--- config.mk ---
export PLATFORM = sky130hd
export DESIGN_NAME = rxq_index_mgr
export DESIGN_NICKNAME = d
export VERILOG_FILES = /design/src/rtl/rxq_pkg.sv /design/src/rtl/rxq_ctrl.sv /design/src/rtl/rxq_dp.sv /design/src/rtl/rxq_index_mgr.sv
export SDC_FILE = /design/constraint.sdc
export NUM_CORES = 1
export LEC_CHECK = 0
export BUFFER_PORTS_ARGS = -buffer_cell sky130_fd_sc_hd__buf_2
export CELL_PAD_IN_SITES_DETAIL_PLACEMENT = 1
export CELL_PAD_IN_SITES_GLOBAL_PLACEMENT = 2
export CORE_MARGIN = 1.5
export CORE_UTILIZATION = 30
export CTS_BUF_LIST = sky130_fd_sc_hd__clkbuf_16
export DETAILED_ROUTE_END_ITERATION = 16
export GPL_ROUTABILITY_DRIVEN = 0
export PLACE_DENSITY_LB_ADDON = 0.2
export SLEW_MARGIN = 5
export SYNTH_ARGS = -nofsm -noshare
export SYNTH_HDL_FRONTEND = slang
export SYNTH_SLANG_ARGS = --single-unit
--- constraint.sdc ---
create_clock -name clk -period 11.2 [get_ports clk]
set_clock_uncertainty 0.05 [all_clocks]
set_input_delay 2.8 -clock clk [delete_from_list [all_inputs] [get_ports clk]]
set_output_delay 2.8 -clock clk [all_outputs]
set_load 0.02 [all_outputs]
--- src/rtl/rxq_pkg.sv ---
package rxq_pkg;
  // Single-bit strobes issued by the control to the datapath each cycle.
  typedef struct packed {
    logic advPut;         // write pointer moves by one slot
    logic advGetOnStore;  // read pointer moves by one (replace on full)
    logic jumpGet;        // read pointer loads the acknowledge target
    logic setNew;
    logic setFull;
    logic setLost;
    logic loadMode;
  } rxqStrobeT;
endpackage

--- src/rtl/rxq_ctrl.sv ---
module rxq_ctrl
  import rxq_pkg::*;
#(
  parameter int DEPTH = 3,
  localparam int IDXW = (DEPTH > 1) ? $clog2(DEPTH) : 1,
  localparam int CNTW = $clog2(DEPTH + 1)
) (
  input  logic            cfgInit,
  input  logic            cfgChangeEn,
  input  logic            modeWrEn,
  input  logic            storeReq,
  input  logic            storeAbort,
  input  logic            ackWrEn,
  input  logic [IDXW-1:0] ackIdx,
  input  logic [IDXW-1:0] getIdx,
  input  logic [CNTW-1:0] fillLevel,
  input  logic            modeOverwrite,
  output rxqStrobeT       strb,
  output logic [IDXW-1:0] getTarget,
  output logic [CNTW-1:0] relCnt
);
  localparam logic [IDXW:0]   DEPTH_W = (IDXW + 1)'(DEPTH);
  localparam logic [CNTW-1:0] FULL_C  = CNTW'(DEPTH);

  function automatic logic [IDXW-1:0] incIdx(input logic [IDXW-1:0] v);
    return (int'(v) == DEPTH - 1) ? '0 : v + 1'b1;
  endfunction

  logic [IDXW:0]   offs;
  logic            idxInRange;
  logic            ackValid;
  logic [CNTW-1:0] fillAfterAck;
  logic [CNTW-1:0] fillNext;
  logic            storeOk;
  logic            fullNow;

  // Distance from the read pointer to the acknowledged slot, modulo DEPTH.
  always_comb begin
    if ({1'b0, ackIdx} >= {1'b0, getIdx})
      offs = {1'b0, ackIdx} - {1'b0, getIdx};
    else
      offs = {1'b0, ackIdx} + DEPTH_W - {1'b0, getIdx};
  end

  assign idxInRange   = ({1'b0, ackIdx} < DEPTH_W);
  assign ackValid     = ackWrEn && idxInRange && (int'(offs) < int'(fillLevel));
  assign relCnt       = ackValid ? CNTW'(int'(offs) + 1) : '0;
  assign getTarget    = incIdx(ackIdx);
  assign fillAfterAck = fillLevel - relCnt;
  assign fullNow      = (fillAfterAck == FULL_C);
  assign storeOk      = storeReq && !storeAbort;

  always_comb begin
    strb               = '0;
    strb.jumpGet       = ackValid;
    strb.advPut        = storeOk && (!fullNow || modeOverwrite);
    strb.advGetOnStore = storeOk && fullNow && modeOverwrite;
    strb.setNew        = strb.advPut;
    strb.setLost       = storeOk && fullNow && !modeOverwrite;
    strb.loadMode      = modeWrEn && cfgInit && cfgChangeEn;
    fillNext           = fillAfterAck +
                         CNTW'(strb.advPut && !strb.advGetOnStore);
    strb.setFull       = (fillNext == FULL_C) && (fillLevel != FULL_C);
  end
endmodule

--- src/rtl/rxq_dp.sv ---
module rxq_dp
  import rxq_pkg::*;
#(
  parameter int DEPTH = 3,
  localparam int IDXW = (DEPTH > 1) ? $clog2(DEPTH) : 1,
  localparam int CNTW = $clog2(DEPTH + 1)
) (
  input  logic            clk,
  input  logic            rstN,
  input  rxqStrobeT       strb,
  input  logic [IDXW-1:0] getTarget,
  input  logic [CNTW-1:0] relCnt,
  input  logic            modeWrVal,
  input  logic            clrNew,
  input  logic            clrFull,
  input  logic            clrLost,
  output logic [IDXW-1:0] putIdx,
  output logic [IDXW-1:0] getIdx,
  output logic [CNTW-1:0] fillLevel,
  output logic            irqNew,
  output logic            irqFull,
  output logic            irqLost,
  output logic            modeOverwrite
);
  function automatic logic [IDXW-1:0] incIdx(input logic [IDXW-1:0] v);
    return (int'(v) == DEPTH - 1) ? '0 : v + 1'b1;
  endfunction

  logic [IDXW-1:0] getMid;
  logic [IDXW-1:0] getNext;
  logic [CNTW-1:0] fillNext;

  always_comb begin
    getMid   = strb.jumpGet ? getTarget : getIdx;
    getNext  = strb.advGetOnStore ? incIdx(getMid) : getMid;
    fillNext = fillLevel - relCnt +
               CNTW'(strb.advPut && !strb.advGetOnStore);
  end

  always_ff @(posedge clk) begin
    if (!rstN) begin
      putIdx        <= '0;
      getIdx        <= '0;
      fillLevel     <= '0;
      irqNew        <= 1'b0;
      irqFull       <= 1'b0;
      irqLost       <= 1'b0;
      modeOverwrite <= 1'b0;
    end else begin
      if (strb.advPut) putIdx <= incIdx(putIdx);
      getIdx    <= getNext;
      fillLevel <= fillNext;
      if (strb.loadMode) modeOverwrite <= modeWrVal;
      if (strb.setNew)       irqNew  <= 1'b1;
      else if (clrNew)       irqNew  <= 1'b0;
      if (strb.setFull)      irqFull <= 1'b1;
      else if (clrFull)      irqFull <= 1'b0;
      if (strb.setLost)      irqLost <= 1'b1;
      else if (clrLost)      irqLost <= 1'b0;
    end
  end
endmodule

--- src/rtl/rxq_index_mgr.sv ---
module rxq_index_mgr
  import rxq_pkg::*;
#(
  parameter int DEPTH = 3,
  localparam int IDXW = (DEPTH > 1) ? $clog2(DEPTH) : 1,
  localparam int CNTW = $clog2(DEPTH + 1)
) (
  input  logic            clk,
  input  logic            rstN,
  input  logic            cfgInit,
  input  logic            cfgChangeEn,
  input  logic            modeWrEn,
  input  logic            modeWrVal,
  input  logic            storeReq,
  input  logic            storeAbort,
  input  logic            ackWrEn,
  input  logic [IDXW-1:0] ackIdx,
  input  logic            clrNew,
  input  logic            clrFull,
  input  logic            clrLost,
  output logic [IDXW-1:0] putIdx,
  output logic [IDXW-1:0] getIdx,
  output logic [CNTW-1:0] fillLevel,
  output logic            fullSt,
  output logic            lostSt,
  output logic            irqNew,
  output logic            irqFull,
  output logic            irqLost,
  output logic            modeOverwrite
);
  rxqStrobeT       strb;
  logic [IDXW-1:0] getTarget;
  logic [CNTW-1:0] relCnt;

  rxq_ctrl #(.DEPTH(DEPTH)) u_ctrl (
    .cfgInit      (cfgInit),
    .cfgChangeEn  (cfgChangeEn),
    .modeWrEn     (modeWrEn),
    .storeReq     (storeReq),
    .storeAbort   (storeAbort),
    .ackWrEn      (ackWrEn),
    .ackIdx       (ackIdx),
    .getIdx       (getIdx),
    .fillLevel    (fillLevel),
    .modeOverwrite(modeOverwrite),
    .strb         (strb),
    .getTarget    (getTarget),
    .relCnt       (relCnt)
  );

  rxq_dp #(.DEPTH(DEPTH)) u_dp (
    .clk          (clk),
    .rstN         (rstN),
    .strb         (strb),
    .getTarget    (getTarget),
    .relCnt       (relCnt),
    .modeWrVal    (modeWrVal),
    .clrNew       (clrNew),
    .clrFull      (clrFull),
    .clrLost      (clrLost),
    .putIdx       (putIdx),
    .getIdx       (getIdx),
    .fillLevel    (fillLevel),
    .irqNew       (irqNew),
    .irqFull      (irqFull),
    .irqLost      (irqLost),
    .modeOverwrite(modeOverwrite)
  );

  assign fullSt = (fillLevel == CNTW'(DEPTH));
  assign lostSt = irqLost;
endmodule

## Word level (Yosys, flattened, before mapping)

Index checks and enable logic that the tools add are counted.

| word-level totals | value |
|---|---|
| bits of input ports | 14 |
| word-level logic and storage cells | 58 |
| bits in registers | 10 |

| operators by class | value |
|---|---|
| equality and inequality tests | 7 |
| reductions and logical operators | 19 |
| order comparisons | 3 |
| multiplexer cells | 13 |
| add/sub/neg operators | 9 |

Operators by type and width:

| cell | count |
|---|---|
| == test 2 bit, second input constant | 6 |
| 2-to-1 mux 2 bit | 6 |
| logical AND 1 bit | 11 |
| adder 2 x 1 -> 2 bit, second input constant | 4 |
| 2-to-1 mux 1 bit | 6 |
| nonzero test 2 bit | 3 |
| zero test 1 bit | 4 |
| adder 2 x 2 -> 3 bit, second input constant | 1 |
| < comparator 3 x 2 -> 1 bit | 1 |
| 2-to-1 mux 3 bit | 1 |
| subtractor 2 x 2 -> 3 bit | 1 |
| subtractor 3 x 2 -> 3 bit | 1 |
| adder 2 x 1 -> 2 bit | 1 |
| greater-or-equal comparator 2 bit | 1 |
| < comparator 2 bit, second input constant | 1 |
| inequality test 2 bit, second input constant | 1 |
| subtractor 2 bit | 1 |
| logical OR 1 bit | 1 |

## Logic depth before layout (Yosys ltp)

Gate-level depths: netlist of the first run.

| logic depth | value |
|---|---|
| depth after elaboration | 16 |
| depth in mapped cells | 18 |

## By module

From an unflattened synthesis of the first run, not the netlist that was laid out.

| second synthesis, totals | value |
|---|---|
| cells, all modules | 112 |
| area total of the unflattened synthesis | 973.4 µm² |

Modules (own cells, without submodules):

| module | sequential area each (µm²) | area each (µm²) | instances | cells an instance |
|---|---|---|---|---|
| rxq_ctrl | 0.0 | 505.5 | 1 | 64 |
| rxq_dp | 200.2 | 454.2 | 1 | 46 |
| rxq_index_mgr | 0.0 | 13.8 | 1 | 2 |

## Worst setup path before layout of the first run

No wires, ideal clock.

| timing | value |
|---|---|
| path type | input port to flip-flop |
| start | input port ackIdx[0] |
| end | register u_dp.irqFull |
| data required time | 11033 ps |
| path buffers | 0 |
| cell stages on the path | 18 |
| setup slack | 5185 ps |
| arrival | 5847 ps |
| library setup time | 117 ps |
| path through | inv_1 > ha_1 > fa_1 > a21boi_0 > mux2i_1 > ha_1 > nor2b_1 > a21boi_1 > nand3_1 > nor3_1 > ha_1 > xnor2_1 > xnor2_2 > nor2_1 > nor2_1 > ha_1 > and2_1 > a32o_1 |

| on the way | value |
|---|---|
| cells in the longest elaborated chain, start to end | 16 |

Ends and longest elaborated chain:

| item | line | RTL |
|---|---|---|
| start: declaration | rxq_index_mgr.sv:17 | `input logic [IDXW-1:0] ackIdx,` |
| adder 2 x 2 -> 3 bit | rxq_ctrl.sv:42 | `offs = {1'b0, ackIdx} + DEPTH_W - {1'b0, getIdx};` |
| subtractor 3 x 2 -> 3 bit | rxq_ctrl.sv:42 |  |
| 2-to-1 mux 3 bit | rxq_ctrl.sv:39 | `if ({1'b0, ackIdx} >= {1'b0, getIdx})` |
| < comparator 3 x 2 -> 1 bit | rxq_ctrl.sv:46 | `assign ackValid = ackWrEn && idxInRange && (int'(offs) < int'(fillLevel));` |
| logical AND 1 bit | rxq_ctrl.sv:46 |  |
| 2-to-1 mux 2 bit (*) | rxq_ctrl.sv:47 | `assign relCnt = ackValid ? CNTW'(int'(offs) + 1) : '0;` |
| subtractor 2 bit (*) | rxq_ctrl.sv:49 | `assign fillAfterAck = fillLevel - relCnt;` |
| == test 2 bit | rxq_ctrl.sv:50 | `assign fullNow = (fillAfterAck == FULL_C);` |
| zero test 1 bit / logical AND 1 bit (equally long branches) | rxq_ctrl.sv:56, rxq_ctrl.sv:57 |  |
| logical OR 1 bit / logical AND 1 bit (equally long branches) | rxq_ctrl.sv:56, rxq_ctrl.sv:57 |  |
| logical AND 1 bit / zero test 1 bit (equally long branches) | rxq_ctrl.sv:56, rxq_ctrl.sv:62 |  |
| logical AND 1 bit | rxq_ctrl.sv:62 | `CNTW'(strb.advPut && !strb.advGetOnStore);` |
| adder 2 x 1 -> 2 bit (*) | rxq_ctrl.sv:61 | `fillNext = fillAfterAck +` |
| named net u_ctrl.fillNext[0] | rxq_ctrl.sv:33 | `logic [CNTW-1:0] fillNext;` |
| == test 2 bit (*) | rxq_ctrl.sv:63 | `strb.setFull = (fillNext == FULL_C) && (fillLevel != FULL_C);` |
| logical AND 1 bit (*) | rxq_ctrl.sv:63 |  |
| 2-to-1 mux 1 bit / nonzero test 2 bit (equally long branches) | n/a |  |
| end signal: assignment | rxq_dp.sv:46 | `irqFull <= 1'b0;` |
| end signal: assignment | rxq_dp.sv:56 | `if (strb.setFull) irqFull <= 1'b1;` |
| end signal: assignment | rxq_dp.sv:57 | `else if (clrFull) irqFull <= 1'b0;` |
| end: declaration | rxq_dp.sv:21 | `output logic irqFull,` |

Mark *: on every way through the listed nets, which the timed path passes. The rest lies on a longest branch.
A chain may end at the register's enable or synchronous reset.

## Worst setup path after layout of the first run

Ends and elaborated chain as after synthesis.

==> flow_summary_export.csv, run 1 <==
group,metric,value,unit
place,hpwl,1450,um
clock_network,cts_setup_buffers,0,
grt,grt_pass1_vias,659,
power_and_ir_drop,totalPowerFinal,194,uW
routing,dr.pass1.iters,3,
floorplan,dieHeight,54.2,um
setup_path,path_class,"input port to register",
yosys,yosysWarnings,0,
timing,tns,0,ps
routing,drc_errors,0,
setup_path,startpoint,"ackIdx[0]",
clock_network,cts_root_buf,"clkbuf_16",
timing,min_period,6310,ps
grt,grt_start_max_net_pins,13,
floorplan,ioPinCount,26,
yosys,yosysTopAreaCellShare,0.255,
clock_network,clkSinkCount,10,
min_path,hold_depth,2,
timing,final_hold_viol_count,0,
routing,ant_nets,0,
timing,fmax,159,MHz
setup_path,crit_fanout,8,
floorplan,die_area,2930,um^2
yosys,synth_cell_types,37,
power_and_ir_drop,power.density,191,nW/um^2
place,portBuffers,25,
setup_path,critical-path-max-stage-delay,500,ps
setup_path,r2r-start,"u_dp.getIdx[0]$_SDFF_PN0_",
routing,routed_wirelength,1710,um
min_path,min-delay-start,"u_dp.putIdx[1]$_SDFFE_PN0P_",
setup_path,cp_common_cell,"ha_1",
power_and_ir_drop,vdd_ir_drop_max,0.107,mV
timing,slew_viol_final,0,
yosys,netlist_area,786,um^2
setup_path,critPathRequiredTime,11280,ps
yosys,syn_inst,87,
routing,dr_total_vias,699,
min_path,hp-class,"register to register",
run_status,status,"finished clean",
setup_path,crit_slowest_cell,"fa_1",
grt,grt_overflow,0,
floorplan,start_util,0.317,
timing,finalSetupViolCount,0,
yosys,ys_top_cells_by_count,"dfxtp_1, inv_1, ha_1, nor2_1, nor2b_1",
grt,grt_pass1_wl,2730,um
yosys,ys_seq_area_frac,0.255,
routing,first_iter_violations,1,
yosys,synth_largest_area_cell,"dfxtp_1",
clock_network,post_cts_resized,0,
setup_path,arrival,6390,ps
clock_network,clk_latency,240,ps
yosys,synth-seq-cells,10,
layout,layout-area-overhead-vs-synth,29.3,%
clock_network,h-tree-depth,1,
timing,worst_slew_pin_slew,365,ps
clock_network,hold_buffers,0,
yosys,syn_area_per_cell,9.03,um^2
yosys,synth_area_leaders,"dfxtp_1, ha_1, fa_1",
yosys,synth-edff-count,0,
setup_path,rr_endpoint,"u_dp.irqFull$_SDFFE_PN0P_",
power_and_ir_drop,p_leak,0.466,nW
timing,timing.final.crit_share,0.563,
setup_path,startpoint_type,"input port",
setup_path,worstPathCellList,"buf_2, inv_1, ha_1, fa_1, a21boi_0, mux2i_1, ha_1, nor2b_1, a21boi_1, nand3_1, nor3_1, ha_1, xnor2_1, xnor2_2, nor2_1, nor2_1, ha_1, and2_1, a32o_1",
timing,grt_setup_unrepaired,"false",
setup_path,worst-r2r-cell-count,17,
floorplan,dieWidth,54.2,um
floorplan,rows,18,
grt,grt_antenna_before_repair,0,
yosys,synth_flop_cell,"dfxtp_1",
layout,antenna_cells,0,
yosys,async_flop_share,0,
run,maxCapViolCount,0,
yosys,synth_nets,109,
clock_network,numCtsBuffers,3,
clock_network,clk_pin_slew,40,ps
setup_path,endpoint_kind,"register",
routing,viasPerCell,4.85,
layout,fin_nets,137,
floorplan,core,2480,um^2
layout,layout-drive-gt1-share,0.316,
grt,track_usage,0.134,
routing,post_drt_wl_per_cell,11.9,um
clock_network,cts_buffer_depth,2,
setup_path,ff2ff_setup_slack,7310,ps
min_path,min_to,"u_dp.putIdx[1]$_SDFFE_PN0P_",
timing,slew_headroom,0.756,
clock_network,cts_tree,"built",
where the power goes:
| part | internal, mW | switching, mW | leakage [nW] | total (mW) |
|---|---|---|---|---|
| clock | 0.0468 | 0.0166 | 0.0385 | 0.0634 |
| sequential | 0.0416 | 0.00529 | 0.0816 | 0.0469 |
| combinational | 0.0357 | 0.0477 | 0.346 | 0.0834 |
| total | 0.124 | 0.0696 | 0.466 | 0.194 |
cell usage in the layout (no fill, tap or decap), types with 2 or more instances in the layout:
cell       netlist  layout
clkbuf_16        0       3
a211oi_1         2       2
ha_1             6       6
buf_2            0      25
dfxtp_1         10      10
o21a_1           2       2
nand2b_1         2       2
xnor2_1          2       2
mux2i_1          4       4
nor2b_1          6       6
nand3_1          3       3
inv_1           10      10
fa_1             2       2
nor2_1           6       6
nand2_1          5       5
and2_1           2       2
a21boi_1         3       3
per-stage QoR:
step | hold slack (ps) | cells | area, um^2 | setup slack (ps) | utilization
global placement | 421 | 140 | 937 | 4750 | 0.378
floorplan | 502 | 87 | 786 | 5190 | -
global route | 480 | 144 | 1020 | 4570 | 0.410
CTS | 441 | 144 | 1020 | 4870 | 0.410
finish | 434 | 144 | 1020 | 4890 | 0.410
detailed placement | 436 | 140 | 937 | 4630 | 0.378
cells by family after synthesis:
logic type               synth area share
buffers and inverters              0.0621
flip-flops                          0.255
multiplexers                       0.0510
AND/OR/NAND/NOR                     0.239
AO/OA/AOI/OAI                       0.204
XOR/XNOR                           0.0430
adder cells (fa/ha/maj)             0.146
worst max path at each step:
stage	endpoint	cells past startpoint	slack, ps
floorplan	u_dp.irqFull$_SDFFE_PN0P_	18	5190
global placement	u_dp.irqFull$_SDFFE_PN0P_	19	4750
detailed placement	u_dp.irqFull$_SDFFE_PN0P_	19	4630
CTS	u_dp.irqFull$_SDFFE_PN0P_	19	4870
global route	u_dp.irqFull$_SDFFE_PN0P_	19	4570
finish	u_dp.irqFull$_SDFFE_PN0P_	19	4890
worst max-delay path, delay by kind of cell:
kind,cells,cell delay [ps]
AND/OR/NAND/NOR,6,820
XOR/XNOR,2,430
buffers and inverters,2,170
multiplexers,1,140
adder cells (fa/ha/maj),5,1320
AO/OA/AOI/OAI,3,710
sequential cells by signal (all words and copies together), names as in the netlist:
register            count
u_dp.putIdx             2
u_dp.fillLevel          2
u_dp.irqFull            1
u_dp.modeOverwrite      1
u_dp.getIdx             2
u_dp.irqLost            1
u_dp.irqNew             1
metal layers:
metal | GRT usage | routed length (um) | vias up
met3 | 0.0333 | 78 | 5
met5 | 0 | 0 | -
li1 | - | - | 354
met2 | 0.239 | 899 | 17
met4 | 0.0875 | 44 | 0
met1 | 0.135 | 691 | 323
final cells by class:
| class | instances | area (um^2) |
|---|---|---|
| Inverter | 10 | 37.5 |
| Clock inverter | 1 | 3.75 |
| Clock buffer | 3 | 75.1 |
| Tap cell | 30 | 37.5 |
| Timing Repair Buffer | 25 | 125 |
| Fill cell | 316 | 1460 |
| Multi-Input combinational cell | 65 | 537 |
| Sequential cell | 10 | 200 |
Note: power is estimated with default switching activity, not from simulation.
==> run 2: changes to the inputs <==
CORE_UTILIZATION = 25   (was 30)
clock period = 5.39 ns   (was 11.2 ns; I/O delays follow)
==> run 2 against run 1 <==
Worst hold slack lost 2.7 ps; critical endpoint unchanged; die area is 19% higher; utilization fell by 6.9 points; global-route usage is 2.2 points lower; critical path type unchanged; register-to-register slack lost 5800 ps.
==> flow_summary_export.csv, run 2 (same netlist as run 1, synthesis figures left out) <==
group,metric,value,unit
clock_network,post_cts_resized,0,
clock_network,numCtsBuffers,3,
routing,ant_nets,0,
timing,final_hold_viol_count,0,
floorplan,rows,20,
setup_path,startpoint_type,"input port",
layout,final_common_cell,"buf_2",
setup_path,arrival,4900,ps
layout,layout-drive-gt1-share,0.316,
floorplan,dieWidth,59.1,um
grt,grt_pass1_wl,2920,um
setup_path,critPathRequiredTime,5470,ps
min_path,hp-class,"register to register",
routing,routed_wirelength,1640,um
grt,track_usage,0.112,
clock_network,cts_root_buf,"clkbuf_16",
clock_network,clkSinkCount,10,
layout,final_cell_mix,"buf_2, inv_1, dfxtp_1",
timing,grt_setup_unrepaired,"false",
setup_path,worstPathCellList,"buf_2, inv_1, ha_1, fa_1, a21boi_0, mux2i_1, ha_1, nor2b_1, a21boi_1, nand3_1, nor3_1, ha_1, xnor2_1, xnor2_2, nor2_1, nor2_1, ha_1, and2_1, a32o_1",
timing,tns,0,ps
routing,dr_total_vias,697,
timing,worst_slew_pin_slew,363,ps
grt,grt_start_max_net_pins,13,
layout,top_regs,"u_dp.fillLevel (2), u_dp.getIdx (2), u_dp.putIdx (2)",
setup_path,path_class,"input port to register",
timing,min_period,4830,ps
setup_path,endpoint_kind,"register",
routing,viasPerCell,4.41,
routing,post_drt_wl_per_cell,10.4,um
layout,seqCellArea,200,um^2
timing,finalSetupViolCount,0,
clock_network,clk_pin_slew,40,ps
routing,dr.pass1.iters,3,
floorplan,dieHeight,59.1,um
setup_path,critical-path-max-stage-delay,490,ps
setup_path,critPathTopFamily,"adder cells",
layout,layout-area-overhead-vs-synth,31.5,%
layout,n_fill_cell,362,
grt,grt_pass1_vias,717,
floorplan,start_util,0.260,
clock_network,h-tree-depth,1,
floorplan,die_area,3490,um^2
timing,slew_viol_final,0,
floorplan,core,3030,um^2
setup_path,crit_fanout,8,
layout,multi_input_area,537,um^2
routing,drc_errors,0,
clock_network,cts_tree,"built",
clock_network,hold_buffers,0,
run,maxCapViolCount,0,
layout,antenna_cells,0,
clock_network,clk_latency,240,ps
place,hpwl,1390,um
clock_network,cts_setup_buffers,0,
power_and_ir_drop,p_leak,0.466,nW
setup_path,worst-path-buf-inv,2,
power_and_ir_drop,vdd_ir_drop_max,0.142,mV
run_status,status,"finished clean",
routing,first_iter_violations,18,
power_and_ir_drop,power.density,388,nW/um^2
timing,hold-worst-slack,432,ps
clock_network,cts_buffer_depth,2,
layout,fin_nets,137,
grt,grt_antenna_before_repair,0,
floorplan,ioPinCount,26,
timing,fmax,207,MHz
timing,timing.final.crit_share,0.896,
grt,grt_overflow,0,
setup_path,cp_common_cell,"ha_1",
setup_path,crit_slowest_cell,"fa_1",
place,portBuffers,25,
timing,slew_headroom,0.757,
run 2: cell counts in the layout (fill, tap and decap cells not counted):
Identical to the previous run, type by type.
run 2: where the power goes:
group	total (mW)	leakage, nW	internal (mW)	switching [mW]
logic	0.172	0.346	0.0740	0.0979
registers	0.0974	0.0816	0.0865	0.0109
clock network	0.131	0.0385	0.0972	0.0343
run 2: final timing paths:
kind                                     from                     endpoint  slack [ps]  cells after the start
setup / recovery                    ackIdx[0]    u_dp.irqFull$_SDFFE_PN0P_         560                     19
hold / removal    u_dp.putIdx[1]$_SDFFE_PN0P_  u_dp.putIdx[1]$_SDFFE_PN0P_         430                      2
setup reg to reg    u_dp.getIdx[0]$_SDFF_PN0_    u_dp.irqFull$_SDFFE_PN0P_        1520                     17
hold reg to reg   u_dp.putIdx[1]$_SDFFE_PN0P_  u_dp.putIdx[1]$_SDFFE_PN0P_         430                      2
run 2: worst min-delay path, delay by kind of cell (launching register included):
family,cells,cell delay (ps)
flip-flops,1,320
AND/OR/NAND/NOR,1,60
multiplexers,1,60
run 2: through the flow:
step | cells | area [um^2] | setup slack [ps] | utilization | total power [mW]
3_5_place_dp | 154 | 955 | 281 | 0.315 | 0.273
4_1_cts | 158 | 1030 | 509 | 0.341 | 0.409
5_1_grt | 158 | 1030 | 219 | 0.341 | 0.430
3_3_place_gp | 154 | 955 | 313 | 0.315 | 0.270
6_report | 158 | 1030 | 563 | 0.341 | 0.401
2_1_floorplan | 87 | 786 | 828 | - | 0.231
run 2: final cells by class:
type                            instances  area share
Multi-Input combinational cell         65       0.519
Sequential cell                        10       0.194
Timing Repair Buffer                   25       0.121
Clock buffer                            3      0.0726
Tap cell                               44      0.0533
Inverter                               10      0.0363
Clock inverter                          1     0.00363
run 2: layer usage:
layer	routed length [um]	part of all wire	global-route usage
met1	720	0.44	0.127
met2	791	0.48	0.189
met3	75	0.046	0.0197
met4	53	0.032	0.0779
met5	0	0	0
==> run 3: changes to the inputs <==
CORE_ASPECT_RATIO = 0.6   (was unset)
==> run 3 against run 2 <==
Via count down 3.4%; routed wire length up 13%; non-clock buffer count up 1; clock power up 3%; sequential power about the same; sequential cell count unchanged; total power up 2.9%; critical path depth unchanged.
==> flow_summary_export.csv, run 3 (same netlist as run 1, synthesis figures left out) <==
group,metric,value,unit
run_status,status,"finished clean",
setup_path,path_class,"input port to register",
setup_path,endpoint_kind,"register",
clock_network,clk_latency,240,ps
power_and_ir_drop,vdd_ir_drop_max,0.144,mV
power_and_ir_drop,clockPowerShare,0.328,
timing,min_period,4830,ps
layout,antenna_cells,0,
layout,final_cell_mix,"buf_2, inv_1, dfxtp_1",
routing,viasPerCell,4.29,
grt,grt_antenna_before_repair,0,
setup_path,startpoint_type,"input port",
setup_path,worst-r2r-cell-count,18,
power_and_ir_drop,pwr-share-seq,0.236,
power_and_ir_drop,totalPowerFinal,412,uW
clock_network,cts_root_buf,"clkbuf_16",
routing,first_iter_violations,28,
place,portBuffers,25,
setup_path,critPathRequiredTime,5470,ps
timing,tns,0,ps
setup_path,r2r-start,"u_dp.getIdx[0]$_SDFF_PN0_",
layout,design_area,1040,um^2
setup_path,ff2ff_setup_slack,1470,ps
place,dp_slack,344,ps
clock_network,cts_setup_buffers,0,
timing,slew_viol_final,0,
place,dp_cells,153,
layout,n_fill_cell,363,
floorplan,start_util,0.268,
layout,final_util,0.355,
min_path,hold_depth,2,
timing,finalSetupViolCount,0,
clock_network,h-tree-depth,1,
power_and_ir_drop,p_leak,0.471,nW
min_path,min-delay-start,"u_dp.putIdx[0]$_SDFFE_PN0P_",
power_and_ir_drop,p_int,259,uW
power_and_ir_drop,p_switching,153,uW
clock_network,cts_buffer_depth,2,
clock_network,post_cts_resized,0,
place,hpwl,1520,um
routing,post_drt_wl_per_cell,11.9,um
floorplan,core,2930,um^2
setup_path,rr_endpoint,"u_dp.irqFull$_SDFFE_PN0P_",
layout,final_common_cell,"buf_2",
power_and_ir_drop,power.density,397,nW/um^2
grt,grt_overflow,0,
routing,routed_wirelength,1860,um
floorplan,dieWidth,75.4,um
clock_network,hold_buffers,0,
grt,grt_start_max_net_pins,13,
timing,hold-worst-slack,435,ps
layout,final_cells,157,
timing,worst_slew_pin_slew,388,ps
grt,grt_pass1_wl,3020,um
routing,ant_nets,0,
layout,layout-drive-gt1-share,0.322,
clock_network,numCtsBuffers,3,
floorplan,dieHeight,46.4,um
timing,fin_ws,556,ps
routing,drc_errors,0,
clock_network,cts_tree,"built",
clock_network,clkSinkCount,10,
setup_path,arrival,4910,ps
min_path,min_to,"u_dp.putIdx[0]$_SDFFE_PN0P_",
timing,timing.final.crit_share,0.897,
floorplan,ioPinCount,26,
layout,top_regs,"u_dp.fillLevel (2), u_dp.getIdx (2), u_dp.putIdx (2)",
layout,layout-area-overhead-vs-synth,32.2,%
timing,grt_setup_unrepaired,"false",
run,maxCapViolCount,0,
setup_path,crit_fanout,8,
grt,grt_pass1_vias,629,
timing,fmax,207,MHz
floorplan,rows,15,
place,placed_area,960,um^2
floorplan,die_area,3500,um^2
routing,dr.pass1.iters,3,
clock_network,clk_pin_slew,40,ps
power_and_ir_drop,p_sw_frac,0.371,
power_and_ir_drop,combPwrFrac,0.436,
timing,final_hold_viol_count,0,
layout,fin_nets,138,
grt,track_usage,0.124,
routing,dr_total_vias,673,
timing,slew_headroom,0.740,
min_path,hp-class,"register to register",
## run 3: area by class of cell
class / count / area [um^2] / share of cell area
Multi-Input combinational cell: 65 / 537 / 0.517
Sequential cell: 10 / 200 / 0.193
Timing Repair Buffer: 26 / 133 / 0.128
Clock inverter: 1 / 3.75 / 0.00361
Clock buffer: 3 / 75.1 / 0.0723
Inverter: 10 / 37.5 / 0.0361
Tap cell: 42 / 52.6 / 0.0506
## run 3: power by group through the flow
| stage | registers, mW | logic [mW] | clock network [mW] |
|---|---|---|---|
| after floorplan | 0.112 | 0.119 | 0 |
| after global placement | 0.0985 | 0.178 | 0 |
| after detailed placement | 0.0988 | 0.179 | 0 |
| after CTS | 0.0977 | 0.182 | 0.141 |
| after global routing | 0.0996 | 0.199 | 0.146 |
| final | 0.0973 | 0.180 | 0.135 |
## run 3: how the worst max path moves through the flow
stage	startpoint	slack, ps	to
6_report	ackIdx[0]	560	u_dp.irqFull$_SDFFE_PN0P_
4_1_cts	ackIdx[0]	570	u_dp.irqFull$_SDFFE_PN0P_
2_1_floorplan	ackIdx[0]	830	u_dp.irqFull$_SDFFE_PN0P_
3_3_place_gp	ackIdx[0]	390	u_dp.irqFull$_SDFFE_PN0P_
5_1_grt	ackIdx[0]	340	u_dp.irqFull$_SDFFE_PN0P_
3_5_place_dp	ackIdx[0]	340	u_dp.irqFull$_SDFFE_PN0P_
## run 3: worst max-delay path, cell delays in order
cell and delay [ps]:
buf_2 120, inv_1 60, ha_1 200, fa_1 370, a21boi_0 150, mux2i_1 140, ha_1 180, nor2b_1 190
a21boi_1 310, nand3_1 180, nor3_1 180, ha_1 200, xnor2_1 110, xnor2_2 340, nor2_1 80, nor2_1 100
ha_1 230, and2_1 150, a32o_1 250
## run 3: metal layers
layer / share of wire / track usage / vias up
met2: 0.36 / 0.149 / 15
met4: 0.0059 / 0.0321 / 0
met5: 0 / 0 / -
li1: - / - / 358
met3: 0.054 / 0.0591 / 2
met1: 0.58 / 0.187 / 298
